## src/rtl/pwm_tb_pkg.sv

```systemverilog
// Shared types for the PWM time base: register addresses, action codes and
// the control word layout. Assumes the data width is at least CTRL_W bits.
package pwm_tb_pkg;

    typedef enum logic [2:0] {
        ADDR_CTRL = 3'd0,
        ADDR_PRD  = 3'd1,
        ADDR_PHS  = 3'd2,
        ADDR_CMPA = 3'd3,
        ADDR_CMPB = 3'd4,
        ADDR_CNT  = 3'd5
    } reg_addr_t;

    typedef enum logic [1:0] {
        ACT_NONE = 2'b00,
        ACT_CLR  = 2'b01,
        ACT_SET  = 2'b10,
        ACT_TGL  = 2'b11
    } aq_act_t;

    typedef struct packed {
        aq_act_t b_on_prd;      // [11:10]
        aq_act_t b_on_cmpa;     // [9:8]
        aq_act_t a_on_cmpa;     // [7:6]
        aq_act_t a_on_zero;     // [5:4]
        logic    force_sync;    // [3] strobe only, never held
        logic    syncout_zero;  // [2]
        logic    phase_en;      // [1]
        logic    prd_shadow;    // [0]
    } tb_ctrl_t;

    localparam int CTRL_W = $bits(tb_ctrl_t);

    // Applies one action code to an output level.
    function automatic logic aq_apply(input aq_act_t act, input logic lvl);
        case (act)
            ACT_CLR: return 1'b0;
            ACT_SET: return 1'b1;
            ACT_TGL: return ~lvl;
            default: return lvl;
        endcase
    endfunction

endpackage

```

## src/rtl/pwm_tb_shadow.sv

```systemverilog
// One double-buffered register. A write always fills the shadow. In
// immediate mode the write also goes straight to the active value; otherwise
// the active value takes the shadow (as held before any same-cycle write)
// when xfer is high.
module pwm_tb_shadow #(
    parameter int W = 16
) (
    input  logic         clk,
    input  logic         rst_n,
    input  logic         wr,
    input  logic [W-1:0] wdata,
    input  logic         imm,
    input  logic         xfer,
    output logic [W-1:0] act_o
);

    logic [W-1:0] shd_q;
    logic [W-1:0] act_q;

    // Shadow holds the most recent write.
    always_ff @(posedge clk) begin
        if (!rst_n)  shd_q <= '0;
        else if (wr) shd_q <= wdata;
    end

    // Active value: direct write in immediate mode, else transfer on xfer.
    always_ff @(posedge clk) begin
        if (!rst_n)             act_q <= '0;
        else if (imm && wr)     act_q <= wdata;
        else if (!imm && xfer)  act_q <= shd_q;
    end

    assign act_o = act_q;

endmodule

```

## src/rtl/pwm_tb_regs.sv

```systemverilog
// Write decoder and register storage. It holds the control word (without the
// force-sync bit), the phase, and three double-buffered registers: period,
// compare A and compare B. Period follows the shadow-mode bit; the compares
// are always shadowed. Transfers happen on counter zero.
module pwm_tb_regs
    import pwm_tb_pkg::*;
#(
    parameter int CW = 16
) (
    input  logic          clk,
    input  logic          rst_n,
    input  logic          wr_en,
    input  logic [2:0]    wr_addr,
    input  logic [CW-1:0] wr_data,
    input  logic          zero_evt,
    output tb_ctrl_t      ctrl_o,
    output logic [CW-1:0] phase_o,
    output logic [CW-1:0] prd_o,
    output logic [CW-1:0] cmpa_o,
    output logic [CW-1:0] cmpb_o,
    output logic          force_o,
    output logic          cnt_wr_o
);

    localparam int NSH      = 3;
    localparam int IDX_PRD  = 0;
    localparam int IDX_CMPA = 1;
    localparam int IDX_CMPB = 2;

    tb_ctrl_t      ctrl_q;
    tb_ctrl_t      ctrl_nxt;
    logic [CW-1:0] phase_q;
    logic [NSH-1:0] sh_wr;
    logic [NSH-1:0] sh_imm;
    logic [CW-1:0] sh_act [NSH];

    // Decode the written control word; the force bit is a strobe only.
    always_comb begin
        ctrl_nxt            = tb_ctrl_t'(wr_data[CTRL_W-1:0]);
        ctrl_nxt.force_sync = 1'b0;
    end

    // Control word storage.
    always_ff @(posedge clk) begin
        if (!rst_n)                              ctrl_q <= '0;
        else if (wr_en && wr_addr == ADDR_CTRL)  ctrl_q <= ctrl_nxt;
    end

    // Phase value storage.
    always_ff @(posedge clk) begin
        if (!rst_n)                             phase_q <= '0;
        else if (wr_en && wr_addr == ADDR_PHS)  phase_q <= wr_data;
    end

    // Per-register write strobes and load mode.
    always_comb begin
        sh_wr[IDX_PRD]   = wr_en && (wr_addr == ADDR_PRD);
        sh_wr[IDX_CMPA]  = wr_en && (wr_addr == ADDR_CMPA);
        sh_wr[IDX_CMPB]  = wr_en && (wr_addr == ADDR_CMPB);
        sh_imm[IDX_PRD]  = !ctrl_q.prd_shadow;
        sh_imm[IDX_CMPA] = 1'b0;
        sh_imm[IDX_CMPB] = 1'b0;
    end

    for (genvar k = 0; k < NSH; k++) begin : g_shadow
        pwm_tb_shadow #(.W(CW)) u_sh (
            .clk   (clk),
            .rst_n (rst_n),
            .wr    (sh_wr[k]),
            .wdata (wr_data),
            .imm   (sh_imm[k]),
            .xfer  (zero_evt),
            .act_o (sh_act[k])
        );
    end

    assign ctrl_o   = ctrl_q;
    assign phase_o  = phase_q;
    assign prd_o    = sh_act[IDX_PRD];
    assign cmpa_o   = sh_act[IDX_CMPA];
    assign cmpb_o   = sh_act[IDX_CMPB];
    assign force_o  = wr_en && (wr_addr == ADDR_CTRL) && wr_data[3];
    assign cnt_wr_o = wr_en && (wr_addr == ADDR_CNT);

endmodule

```

## src/rtl/pwm_tb_counter.sv

```systemverilog
// Up counter with a fixed next-state priority: counter write, then phase
// load, then wrap at or above the period, then increment. Flags zero and
// period match from the registered count.
module pwm_tb_counter #(
    parameter int CW = 16
) (
    input  logic          clk,
    input  logic          rst_n,
    input  logic          cnt_wr,
    input  logic [CW-1:0] wr_val,
    input  logic          sync_load,
    input  logic [CW-1:0] phase,
    input  logic [CW-1:0] prd,
    output logic [CW-1:0] cnt_o,
    output logic          zero_o,
    output logic          prd_match_o
);

    logic [CW-1:0] cnt_q;
    logic [CW-1:0] cnt_nxt;

    // Next count by priority.
    always_comb begin
        if (cnt_wr)            cnt_nxt = wr_val;
        else if (sync_load)    cnt_nxt = phase;
        else if (cnt_q >= prd) cnt_nxt = '0;
        else                   cnt_nxt = cnt_q + 1'b1;
    end

    // Count register.
    always_ff @(posedge clk) begin
        if (!rst_n) cnt_q <= '0;
        else        cnt_q <= cnt_nxt;
    end

    assign cnt_o       = cnt_q;
    assign zero_o      = (cnt_q == '0);
    assign prd_match_o = (cnt_q == prd);

endmodule

```

## src/rtl/pwm_tb_aq.sv

```systemverilog
// Action qualifier. It updates two registered PWM levels from the counter
// events. Output A applies the zero action, then the compare-A action.
// Output B applies the compare-A action, then the period action.
module pwm_tb_aq
    import pwm_tb_pkg::*;
(
    input  logic     clk,
    input  logic     rst_n,
    input  tb_ctrl_t ctrl,
    input  logic     zero_evt,
    input  logic     cmpa_evt,
    input  logic     prd_evt,
    output logic     pwm_a_o,
    output logic     pwm_b_o
);

    logic a_q, b_q;
    logic a_nxt, b_nxt;

    // Apply the enabled actions in their fixed order.
    always_comb begin
        a_nxt = a_q;
        if (zero_evt) a_nxt = aq_apply(ctrl.a_on_zero, a_nxt);
        if (cmpa_evt) a_nxt = aq_apply(ctrl.a_on_cmpa, a_nxt);
        b_nxt = b_q;
        if (cmpa_evt) b_nxt = aq_apply(ctrl.b_on_cmpa, b_nxt);
        if (prd_evt)  b_nxt = aq_apply(ctrl.b_on_prd, b_nxt);
    end

    // Output level registers.
    always_ff @(posedge clk) begin
        if (!rst_n) begin
            a_q <= 1'b0;
            b_q <= 1'b0;
        end else begin
            a_q <= a_nxt;
            b_q <= b_nxt;
        end
    end

    assign pwm_a_o = a_q;
    assign pwm_b_o = b_q;

endmodule

```

## src/rtl/pwm_timebase.sv

```systemverilog
// PWM time base top. It ties the register file, the counter and the action
// qualifier together, and forms the sync path and the compare strobes.
// Assumes CW >= CTRL_W, so that the control word fits the data bus.
module pwm_timebase
    import pwm_tb_pkg::*;
#(
    parameter int CW = 16
) (
    input  logic          clk,
    input  logic          rst_n,
    input  logic          wr_en,
    input  logic [2:0]    wr_addr,
    input  logic [CW-1:0] wr_data,
    input  logic          sync_in,
    output logic [CW-1:0] cnt,
    output logic [CW-1:0] prd_active,
    output logic          zero_evt,
    output logic          prd_evt,
    output logic          cmpa_evt,
    output logic          cmpb_evt,
    output logic          sync_out,
    output logic          pwm_a,
    output logic          pwm_b
);

    tb_ctrl_t      ctrl_q;
    logic [CW-1:0] phase;
    logic [CW-1:0] cmpa_act;
    logic [CW-1:0] cmpb_act;
    logic          force_sync;
    logic          cnt_wr;
    logic          sync_evt;
    logic          sync_load;

    pwm_tb_regs #(.CW(CW)) u_regs (
        .clk      (clk),
        .rst_n    (rst_n),
        .wr_en    (wr_en),
        .wr_addr  (wr_addr),
        .wr_data  (wr_data),
        .zero_evt (zero_evt),
        .ctrl_o   (ctrl_q),
        .phase_o  (phase),
        .prd_o    (prd_active),
        .cmpa_o   (cmpa_act),
        .cmpb_o   (cmpb_act),
        .force_o  (force_sync),
        .cnt_wr_o (cnt_wr)
    );

    // Sync event from the input pin or a software force.
    always_comb begin
        sync_evt  = sync_in | force_sync;
        sync_load = sync_evt & ctrl_q.phase_en;
        sync_out  = ctrl_q.syncout_zero ? zero_evt : sync_evt;
    end

    pwm_tb_counter #(.CW(CW)) u_cnt (
        .clk         (clk),
        .rst_n       (rst_n),
        .cnt_wr      (cnt_wr),
        .wr_val      (wr_data),
        .sync_load   (sync_load),
        .phase       (phase),
        .prd         (prd_active),
        .cnt_o       (cnt),
        .zero_o      (zero_evt),
        .prd_match_o (prd_evt)
    );

    // Compare strobes against the active compare values.
    always_comb begin
        cmpa_evt = (cnt == cmpa_act);
        cmpb_evt = (cnt == cmpb_act);
    end

    pwm_tb_aq u_aq (
        .clk      (clk),
        .rst_n    (rst_n),
        .ctrl     (ctrl_q),
        .zero_evt (zero_evt),
        .cmpa_evt (cmpa_evt),
        .prd_evt  (prd_evt),
        .pwm_a_o  (pwm_a),
        .pwm_b_o  (pwm_b)
    );

endmodule

```

## config.mk

```make
export PLATFORM = sky130hd
export DESIGN_NAME = pwm_timebase
export DESIGN_NICKNAME = d
export VERILOG_FILES = /design/src/rtl/pwm_tb_pkg.sv /design/src/rtl/pwm_tb_shadow.sv /design/src/rtl/pwm_tb_regs.sv /design/src/rtl/pwm_tb_counter.sv /design/src/rtl/pwm_tb_aq.sv /design/src/rtl/pwm_timebase.sv
export SDC_FILE = /design/constraint.sdc
export NUM_CORES = 1
export LEC_CHECK = 0
export ABC_CLOCK_PERIOD_IN_PS = 2000
export BUFFER_PORTS_ARGS = -buffer_cell sky130_fd_sc_hd__buf_4
export CORE_MARGIN = 5
export CORE_UTILIZATION = 50
export DETAILED_ROUTE_END_ITERATION = 16
export PLACE_DENSITY_LB_ADDON = 0.08
export SYNTH_ARGS = -nofsm -noshare
export SYNTH_HDL_FRONTEND = slang
export SYNTH_SLANG_ARGS = --single-unit
```

## constraint.sdc

```tcl
create_clock -name clk -period 2 [get_ports clk]
set_clock_uncertainty 0.1 [all_clocks]
set_input_delay 0.4 -clock clk [delete_from_list [all_inputs] [get_ports clk]]
set_output_delay 0.4 -clock clk [all_outputs]
set_load 0.005 [all_outputs]
```

==> impl_results.md, run 1 <==
- Root buffer selected by CTS: clkbuf_16
- CP Depth: 6
- # Max-Cap Violations: 0
- Via count: 6249
- Leakage power: 3.32 nW
- Final min period: 2.40 ns
- Post-Synthesis Cell Area: 6390 um^2
- CTS clk-pin slew, worst paths: 0.06 ns
- First-pass GRT wire length: 31.7 mm
- Synth top area share: 0.442
- Sink Count: 141
- DR WL/cell: 18.8 um
- Placed cell areas: 7430 um^2
- Starting Density: 0.508
- Fin crit share: 1.20
- P&R area growth vs syn: 39.9%
- Core area: 12600 um^2
- Crit path DAT: 1.90 ns
- Min-Delay Path Class: in2reg
- CTS tree: done
- Die width: 123 um
- Most common cell on crit path: buf_4
- Status: finished, violations left
- Failing checks: setup timing
- Final setup viols: 37
- Post-synthesis cell type count: 48
- Crit path max fanout: 3
- Design area: 8940 um^2
- FF-to-FF Start: u_regs.g_shadow[0].u_sh.act_o[11]$_SDFFE_PN0P_
- Die Ht: 123 um
- Dominant cells by area after synthesis: dfxtp_1 (44%), nand2_1 (15%), a21oi_1 (9.0%)
- Worst path buffer plus inverter count: 3
- Synth Register Bits: 141
- Num CTS Buffers: 17
- Crit path kind: reg2out
- Syn avg cell area: 7.98 um^2
- Yosys Warn Count: 0
- Final hold vios: 0
- Largest delay share family, worst path: buffers and inverters
- Layout cells sized above 1: 0.334
- DRT iter0 DRCs: 566
- Crit end category: output pin
- CTS HTree Levels: 4
- Least-Margin Pin Slew: 0.567 ns
- Vias in the first global route: 5992
- Post-route setup slack: -0.404 ns
- Initial antenna violation count: 0
- Syn Nets: 842
- Worst VDD drop: 0.526 mV
- Max stage delay on crit path: 0.36 ns
- M3 GR Usage: 0.0554
- # IOs: 62
- Die area: 15100 um^2
- Routed Antenna Nets: 0
- Worst-case reg-to-reg path depth: 12
- GR Util met2: 0.439
- Worst Setup EP: prd_evt
- Register area share after synthesis: 0.442
- Drt first pass iters: 5
- Site row count: 41
- Slew Limit Fails: 0
- Number of diodes: 0
- NumNets Final: 965
- Rel. slew slack: 0.621
- Worst Setup SP: u_cnt.cnt_o[12]$_SDFF_PN0_
- Latest clock arrival within the worst-skew pair: 0.42 ns
- Final Routed Wirelength: 20.8 mm
- Crit-path cells: ha_1 > nand4_1 > buf_4 > nor4_4 > buf_4 > buf_6
- Deepest clock path buffer count: 2
- Slowest CP cell: dfxtp_4
- Placement Setup Slack: -0.138 ns
- Fmax: 0.416 GHz
- Largest net degree at the start of global routing: 74
- Post-DP HPWL: 13.4 mm
- # DRC: 0
- # port buffers: 61
- Busiest grt layer: met2
- GR Util met1: 0.365
- Grt total ovfl: 0
- CP required: 1.50 ns
- Vias per cell: 5.63
- Reg2reg end: u_cnt.cnt_o[4]$_SDFF_PN0_
- CP Launch Type: register
- Area leader, netlist: dfxtp_1
- R2r setup slk: -0.35 ns
- PwrDens: 908 nW/um^2
- Mapped Cells: 801
- RSZ-0062 raised after global routing: true
- Total GRT Usage: 0.276
- GP Congestion: 0.850
[tightest hold or removal path: cells and delay by family]
family,cells,cell delay [ns]
compound gates,1,0.05
buf+inv,1,0.15
simple gates,1,0.06
[how the worst min path moves through the flow]
stage	from	end	slack (ns)	cells past startpoint
2_1_floorplan	u_regs.ctrl_o[6]$_SDFFE_PN0P_	u_aq.pwm_a_o$_SDFF_PN0_	0.32	1
3_3_place_gp	u_regs.g_shadow[2].u_sh.shd_q[4]$_SDFFE_PN0P_	u_regs.g_shadow[2].u_sh.act_o[4]$_SDFFE_PN0P_	0.34	2
3_5_place_dp	u_regs.g_shadow[1].u_sh.shd_q[14]$_SDFFE_PN0P_	u_regs.g_shadow[1].u_sh.act_o[14]$_SDFFE_PN0P_	0.35	2
4_1_cts	wr_data[13]	u_regs.g_shadow[1].u_sh.shd_q[13]$_SDFFE_PN0P_	0.16	3
5_1_grt	wr_data[15]	u_regs.g_shadow[0].u_sh.shd_q[15]$_SDFFE_PN0P_	0.17	3
6_report	wr_data[15]	u_regs.g_shadow[2].u_sh.shd_q[15]$_SDFFE_PN0P_	0.18	3
[final cells by class]
class	instances	area, um^2
clock buffer	24	502
clock inverter	8	106
fill	956	3630
inverter	21	87.6
multi-input combinational	583	3760
sequential	141	2890
tap	172	215
timing repair buffer	160	1380
[cell usage after synthesis, drive strengths merged]
library cell,instances
nand2,250
dfxtp,141
a21oi,115
xnor2,43
clkbuf,38
nor2,33
buf,20
inv,20
o21ai,20
ha,18
a221oi,17
nand4,16
a311oi,12
a31oi,6
nand3,6
nor4,6
and3,4
o221ai,4
and4,3
nand2b,3
nor3,3
xor2,3
a21o,2
and2,2
and3b,2
nor3b,2
a211oi,1
a21boi,1
and2b,1
clkinv,1
mux2i,1
nand3b,1
o2111a,1
o211a,1
o211ai,1
or2,1
or3,1
or3b,1
[logic make-up after synthesis]
group	synth area share
compound gates	0.175
xor+xnor	0.0631
fa+ha+maj	0.0353
buf+inv	0.0519
flops	0.442
mux	0.00157
simple gates	0.231
[placed cells by master (no fill, tap or decap), types with 4 or more instances in the layout]
cell	synthesis	layout
dfxtp_4	0	12
buf_12	0	5
dfxtp_1	141	114
dfxtp_2	0	15
a311oi_2	9	9
o21ai_0	20	19
a221oi_2	0	17
ha_4	0	7
nand2_8	0	4
inv_2	0	7
nand2_1	248	247
buf_6	1	21
xnor2_1	43	28
clkbuf_16	0	17
nand3_1	6	6
buf_4	2	129
and3_1	4	4
nand4_1	15	15
a31oi_1	6	5
inv_1	20	12
nor2_1	24	23
clkbuf_8	0	5
buf_8	0	5
ha_1	18	10
nor2_2	9	7
nor4_4	1	4
xnor2_2	0	14
a21oi_1	115	114
[per-layer routing]
metal | up-vias | routed length (um)
met5 | - | 0
met4 | 0 | 707
met3 | 55 | 1300
met2 | 231 | 9920
met1 | 3005 | 8910
li1 | 2958 | -
[stage by stage]
step | std cells | hold slack, ns | utilization | setup TNS, ns | power (mW)
finish | 1109 | 0.178 | 0.711 | -7.63 | 8.11
global route | 1109 | 0.175 | 0.711 | -10.42 | 8.39
CTS | 1098 | 0.165 | 0.678 | -5.85 | 7.92
detailed placement | 1050 | 0.346 | 0.591 | -2.55 | 4.46
global placement | 1050 | 0.339 | 0.591 | -0.459 | 4.44
floorplan | 801 | 0.325 | - | 0 | 3.76
[registers in the layout, indices dropped and copies added (netlist names)]
signal and cells:
u_regs.g_shadow.u_sh.act_o 48, u_regs.g_shadow.u_sh.shd_q 48, u_cnt.cnt_o 16, u_regs.phase_o 16, u_regs.ctrl_o 11, u_aq.pwm_a_o 1, u_aq.pwm_b_o 1
[report_power, final]
| part | internal [mW] | switching, mW |
|---|---|---|
| combinational | 0.920 | 1.03 |
| sequential | 2.89 | 0.0735 |
| clock | 2.00 | 1.19 |
| total | 5.81 | 2.30 |
[timing repair]
| item | 4_1_cts | 5_1_grt |
|---|---|---|
| hold buffers | 0 | 0 |
| cloned | 1 | 1 |
| resized for setup | 83 | 66 |
| setup endpoints to repair | 39 | 38 |
| pin swaps | 20 | 31 |
| buffers inserted | 15 | 12 |
No activity file was read; power rests on OpenSTA's default activity.
==> run 2, diff against run 1 <==
ABC_CLOCK_PERIOD_IN_PS = 2600   (was 2000)
clock period = 2.6 ns   (was 2 ns; I/O delays follow)
==> impl_results.md, run 2 (synthesized netlist as in run 1, its figures left out) <==
- Status: finished, violations left
- Failing checks: setup timing
- Post-DP HPWL: 13.0 mm (-3.5%)
- Sw Ratio: 0.285 (+0.00194)
- Rel. slew slack: 0.242 (-0.379)
- Initial antenna violation count: 0 (unchanged)
- Min-Delay Path Class: in2reg
- Drt first pass iters: 4 (-1)
- Layout fillers: 1146 (+20%)
- Root buffer selected by CTS: clkbuf_16
- Die area: 15100 um^2 (unchanged)
- Die width: 123 um (unchanged)
- Number of diodes: 0 (unchanged)
- Placement Setup Slack: 0.0616 ns (+0.200 ns)
- P&R area growth vs syn: 21.0%
- DRT iter0 DRCs: 607 (+7.2%)
- Grt total ovfl: 0 (unchanged)
- Final hold vios: 0 (unchanged)
- Largest net degree at the start of global routing: 40 (-46%)
- Total power: 5.69 mW (-30%)
- Via count: 5844 (-6.5%)
- GP Congestion: 0.885 (+4.1%)
- Layout cells sized above 1: 0.201 (-0.133)
- Die Ht: 123 um (unchanged)
- Multi-input logic area: 3290 um^2 (-12%)
- # port buffers: 61 (unchanged)
- Vias in the first global route: 5266 (-12%)
- # IOs: 62 (unchanged)
- RSZ-0062 raised after global routing: true
- Site row count: 41 (unchanged)
- Crit path DAT: 1.99 ns (+0.09 ns)
- Sink Count: 141 (unchanged)
- Core area: 12600 um^2 (unchanged)
- First-pass GRT wire length: 29.4 mm (-7.3%)
- Slew Limit Fails: 0 (unchanged)
- Fmax: 0.384 GHz
- Sequential Power Share: 0.403 (+0.038)
- Starting Density: 0.508 (unchanged)
- Post-route setup slack: -0.00629 ns (+0.397 ns)
- Register area: 2850 um^2 (-1.3%)
- Crit path kind: reg2out
- PwrDens: 736 nW/um^2 (-19%)
- Post-layout util: 0.615 (-0.0961)
- P_int: 4.07 mW (-30%)
- Most frequent cells in the layout: nand2_1 (248), dfxtp_1 (127), a21oi_1 (115)
- Crit end category: output pin
- Clk network pwr share: 0.421 (+0.027)
- NetSw: 1.62 mW (-29%)
- CP Launch Type: register
- NumNets Final: 893 (-7.5%)
- Routed Antenna Nets: 0 (unchanged)
- Vias per cell: 5.64 (about the same)
- CTS tree: done
- # Max-Cap Violations: 0 (unchanged)
- CTS HTree Levels: 4 (unchanged)
- DR WL/cell: 18.4 um (-1.8%)
- Deepest clock path buffer count: 2 (unchanged)
- CP required: 1.98 ns (+0.48 ns)
- Final Routed Wirelength: 19.1 mm (-8.2%)
- Crit path max fanout: 3 (unchanged)
- Worst VDD drop: 0.512 mV (-2.7%)
- Final setup viols: 1 (-97%)
- # DRC: 0 (unchanged)
- Least-Margin Pin Slew: 1.13 ns (+0.566 ns)
- Num CTS Buffers: 17 (unchanged)
- Final min period: 2.61 ns
- Most common cell after layout, fill and taps aside: nand2_1
- Latest clock arrival within the worst-skew pair: 0.42 ns (about the same)
- Total GRT Usage: 0.258 (-0.0185)
- Fin crit share: 1.00
- Comb power frac: 0.177 (-0.064)
- CTS clk-pin slew, worst paths: 0.06 ns (about the same)
- Leakage power: 2.77 nW (-17%)
[run 2: changes by cell type in the layout (fill, tap and decap cells not counted), sizes merged]
| cell | previous run | this run |
|---|---|---|
| clkinv | 5 | 6 |
| clkinvlp | 2 | 4 |
| clkbuf | 24 | 23 |
| bufinv | 2 | 1 |
| inv | 20 | 19 |
| buf | 160 | 90 |
| nand2 | 252 | 250 |
[run 2: what timing repair did]
action	4_1_cts	5_1_grt
buffers inserted	1	1
setup endpoints to repair	3	3
pin swaps	3	3
hold buffers	0	0
resized for setup	10	15
[run 2: final timing paths]
path,end,from,slack [ns],depth (start not counted)
setup / recovery,prd_evt,u_regs.g_shadow[0].u_sh.act_o[10]$_SDFFE_PN0P_,-0.006,6
hold / removal,u_regs.g_shadow[2].u_sh.shd_q[1]$_SDFFE_PN0P_,wr_data[1],0.29,3
setup reg to reg,u_cnt.cnt_o[11]$_SDFF_PN0_,u_regs.g_shadow[0].u_sh.act_o[13]$_SDFFE_PN0P_,0.24,9
hold reg to reg,u_regs.g_shadow[1].u_sh.act_o[7]$_SDFFE_PN0P_,u_regs.g_shadow[1].u_sh.shd_q[7]$_SDFFE_PN0P_,0.35,2
[run 2: through the flow]
| step | std cells | hold slack (ns) | instance area (um^2) | TNS (ns) |
|---|---|---|---|---|
| after floorplan | 801 | 0.325 | 6390 | 0 |
| after global placement | 1003 | 0.337 | 7040 | 0 |
| after detailed placement | 1003 | 0.346 | 7040 | 0 |
| after CTS | 1036 | 0.286 | 7660 | 0 |
| after global routing | 1037 | 0.296 | 7730 | -0.0534 |
| final | 1037 | 0.295 | 7730 | -0.00629 |
[run 2: power groups by stage]
stage / Clock [mW] / Sequential (mW) / Combinational, mW
floorplan: 0 / 2.32 / 0.555
global placement: 0 / 2.33 / 0.949
detailed placement: 0 / 2.33 / 0.956
CTS: 2.42 / 2.29 / 0.976
global route: 2.52 / 2.29 / 1.08
finish: 2.39 / 2.29 / 1.00
[run 2: layout make-up]
class / count / share of cell area
multi-input combinational: 581 / 0.426
clock inverter: 9 / 0.0108
tap: 172 / 0.0278
inverter: 21 / 0.0105
sequential: 141 / 0.369
timing repair buffer: 90 / 0.0907
clock buffer: 23 / 0.0657
[run 2: critical path, cell delays in order, from the launching register on]
cell     delay, ns
dfxtp_1       0.33
inv_1         0.08
ha_4          0.27
nand4_1       0.22
nor4_2        0.38
buf_4         0.18
buf_4         0.10
[run 2: routing by layer]
metal | routed length (um) | track usage | share of wire | up-vias
met4 | 256 | 0.0713 | 0.013 | 0
met1 | 8520 | 0.357 | 0.45 | 2798
li1 | - | - | - | 2803
met2 | 8980 | 0.405 | 0.47 | 220
met5 | 0 | 0 | 0 | -
met3 | 1370 | 0.0590 | 0.072 | 23
==> run 3, diff against run 2 <==
MAX_ROUTING_LAYER = met4   (was unset)
SLEW_MARGIN = 10   (was unset)
==> impl_results.md, run 3 (synthesized netlist as in run 1, its figures left out) <==
- Status: finished, violations left
- Failing checks: setup timing
- FF-to-FF Start: u_cnt.cnt_o[10]$_SDFF_PN0_
- Final Routed Wirelength: 19.1 mm (-0.41%)
- Die Ht: 123 um (unchanged)
- Deepest clock path buffer count: 2 (unchanged)
- Largest delay share family, worst path: simple AND/OR/NAND/NOR gates
- Multi-input logic area: 3290 um^2 (unchanged)
- Sink Count: 141 (unchanged)
- Die area: 15100 um^2 (unchanged)
- Hold Path Origin: wr_data[1]
- GR Util met2: 0.401 (-0.00376)
- RSZ-0062 raised after global routing: true
- Initial antenna violation count: 0 (unchanged)
- Post-DP HPWL: 13.1 mm (+0.85%)
- WHS: 0.278 ns (-0.0168 ns)
- Grt total ovfl: 0 (unchanged)
- Post-route setup slack: -0.00773 ns (-0.00144 ns)
- GP Congestion: 0.877 (-0.85%)
- Most frequent cells in the layout: nand2_1 (248), dfxtp_1 (123), a21oi_1 (115)
- Via count: 5853 (+0.15%)
- Hold buffers post-CTS: 0 (unchanged)
- Vias per cell: 5.60 (-0.61%)
- Crit end category: output pin
- Latest clock arrival within the worst-skew pair: 0.43 ns (about the same)
- CTS HTree Levels: 4 (unchanged)
- Crit path max fanout: 3 (unchanged)
- Layout fillers: 1133 (-1.1%)
- # port buffers: 61 (unchanged)
- Min-Delay Path Class: in2reg
- Vias in the first global route: 5415 (+2.8%)
- CTS clk-pin slew, worst paths: 0.06 ns (about the same)
- Most common cell after layout, fill and taps aside: nand2_1
- Drt first pass iters: 5 (+1)
- Site row count: 41 (unchanged)
- Crit path DAT: 1.99 ns (about the same)
- Fin crit share: 1.00 (about the same)
- Register area: 2850 um^2 (unchanged)
- NumNets Final: 901 (+0.90%)
- # IOs: 62 (unchanged)
- Final hold vios: 0 (unchanged)
- Final setup viols: 1 (unchanged)
- Busiest grt layer: met2
- Worst Hold Depth: 3 (unchanged)
- Worst-case reg-to-reg path depth: 9 (unchanged)
- Worst VDD drop: 0.445 mV (-13%)
- R2r setup slk: 0.20 ns (-0.04 ns)
- Worst hold path endpoint: u_regs.ctrl_o[1]$_SDFFE_PN0P_
- # DRC: 0 (unchanged)
- Num CTS Buffers: 17 (unchanged)
- CP required: 1.98 ns (about the same)
- PwrDens: 736 nW/um^2 (about the same)
- # Max-Cap Violations: 0 (unchanged)
- Max stage delay on crit path: 0.37 ns (about the same)
- Die width: 123 um (unchanged)
- Routed Antenna Nets: 0 (unchanged)
- Core area: 12600 um^2 (unchanged)
- DR WL/cell: 18.2 um (-1.2%)
- Total GRT Usage: 0.266 (+0.00827)
- Least-Margin Pin Slew: 1.15 ns (+0.0189 ns)
- Root buffer selected by CTS: clkbuf_16
- GR Util met1: 0.357 (about the same)
- Largest net degree at the start of global routing: 38 (-5.0%)
- Layout cells sized above 1: 0.213 (+0.0119)
- CTS tree: done
- Slew Limit Fails: 0 (unchanged)
- Worst path buffer plus inverter count: 3 (unchanged)
- First-pass GRT wire length: 29.5 mm (+0.33%)
- Rel. slew slack: 0.229 (-0.0127)
- Starting Density: 0.508 (unchanged)
- Crit-path cells: inv_1 > ha_1 > nand4_1 > nor4_2 > buf_4 > buf_6
- Number of diodes: 0 (unchanged)
- M3 GR Usage: 0.0590 (unchanged)
- Crit path kind: reg2out
- Fmax: 0.383 GHz (about the same)
- Reg2reg end: u_cnt.cnt_o[14]$_SDFF_PN0_
- Total power: 5.74 mW (+0.98%)
- Slowest CP cell: dfxtp_1
- Final min period: 2.61 ns (+0.00144 ns)
- DRT iter0 DRCs: 477 (-21%)
- CP Launch Type: register
- P&R area growth vs syn: 22.1%
- Leakage power: 2.82 nW (+1.8%)
==> run 3: changes by cell type in the layout (fill, tap and decap cells not counted), sizes merged <==
cell / before / now
buf: 90 / 98
clkinv: 6 / 5
inv: 19 / 21
bufinv: 1 / 2
clkinvlp: 4 / 3
clkbuf: 23 / 22
==> run 3: layer usage <==
| layer | up-vias | routed length, um |
|---|---|---|
| met5 | - | 0 |
| met4 | 0 | 388 |
| met3 | 24 | 1300 |
| met2 | 219 | 8740 |
| met1 | 2791 | 8630 |
| li1 | 2819 | - |
==> run 3: area by class of cell <==
| cell class | count | area share |
|---|---|---|
| flip-flops and latches | 141 | 0.366 |
| clock inverters | 10 | 0.0143 |
| repair buffers | 98 | 0.0980 |
| multi-input cells | 581 | 0.422 |
| well taps | 172 | 0.0276 |
| clock buffers | 22 | 0.0621 |
| inverters | 21 | 0.0106 |
==> run 3: what timing repair did <==
item                                    4_1_cts  5_1_grt
gates cloned                                  0        0
setup buffers                                 2        7
resized for setup                            12       18
endpoints found under the setup margin        3        4
pin swaps                                     3        4
==> run 3: worst max-delay path by stage <==
stage,from,to,cells after the start
after floorplan,u_regs.g_shadow[0].u_sh.act_o[13]$_SDFFE_PN0P_,u_cnt.cnt_o[10]$_SDFF_PN0_,9
after global placement,wr_addr[2],u_cnt.cnt_o[11]$_SDFF_PN0_,7
after detailed placement,wr_addr[2],u_cnt.cnt_o[3]$_SDFF_PN0_,7
after CTS,u_regs.g_shadow[0].u_sh.act_o[1]$_SDFFE_PN0P_,prd_evt,6
after global routing,u_regs.g_shadow[0].u_sh.act_o[13]$_SDFFE_PN0P_,prd_evt,6
final,u_regs.g_shadow[0].u_sh.act_o[9]$_SDFFE_PN0P_,prd_evt,6
==> run 3: stage by stage <==
step	worst slack, ns	TNS, ns	utilization	cell area (um^2)	cells
finish	-0.00773	-0.00773	0.620	7800	1045
detailed placement	-0.0237	-0.102	0.561	7050	1004
global route	-0.0530	-0.127	0.620	7800	1045
floorplan	0.498	0	-	6390	801
global placement	0.0636	0	0.561	7050	1004
CTS	0.00386	0	0.611	7680	1038
==> run 3: tightest hold or removal path, stage by stage <==
cell	delay [ns]
buf_4	0.14
nand2_1	0.05
a21oi_1	0.05
==> run 3: power breakdown <==
group	internal (mW)	switching, mW
Clock	1.51	0.915
Sequential	2.23	0.0619
Combinational	0.391	0.639
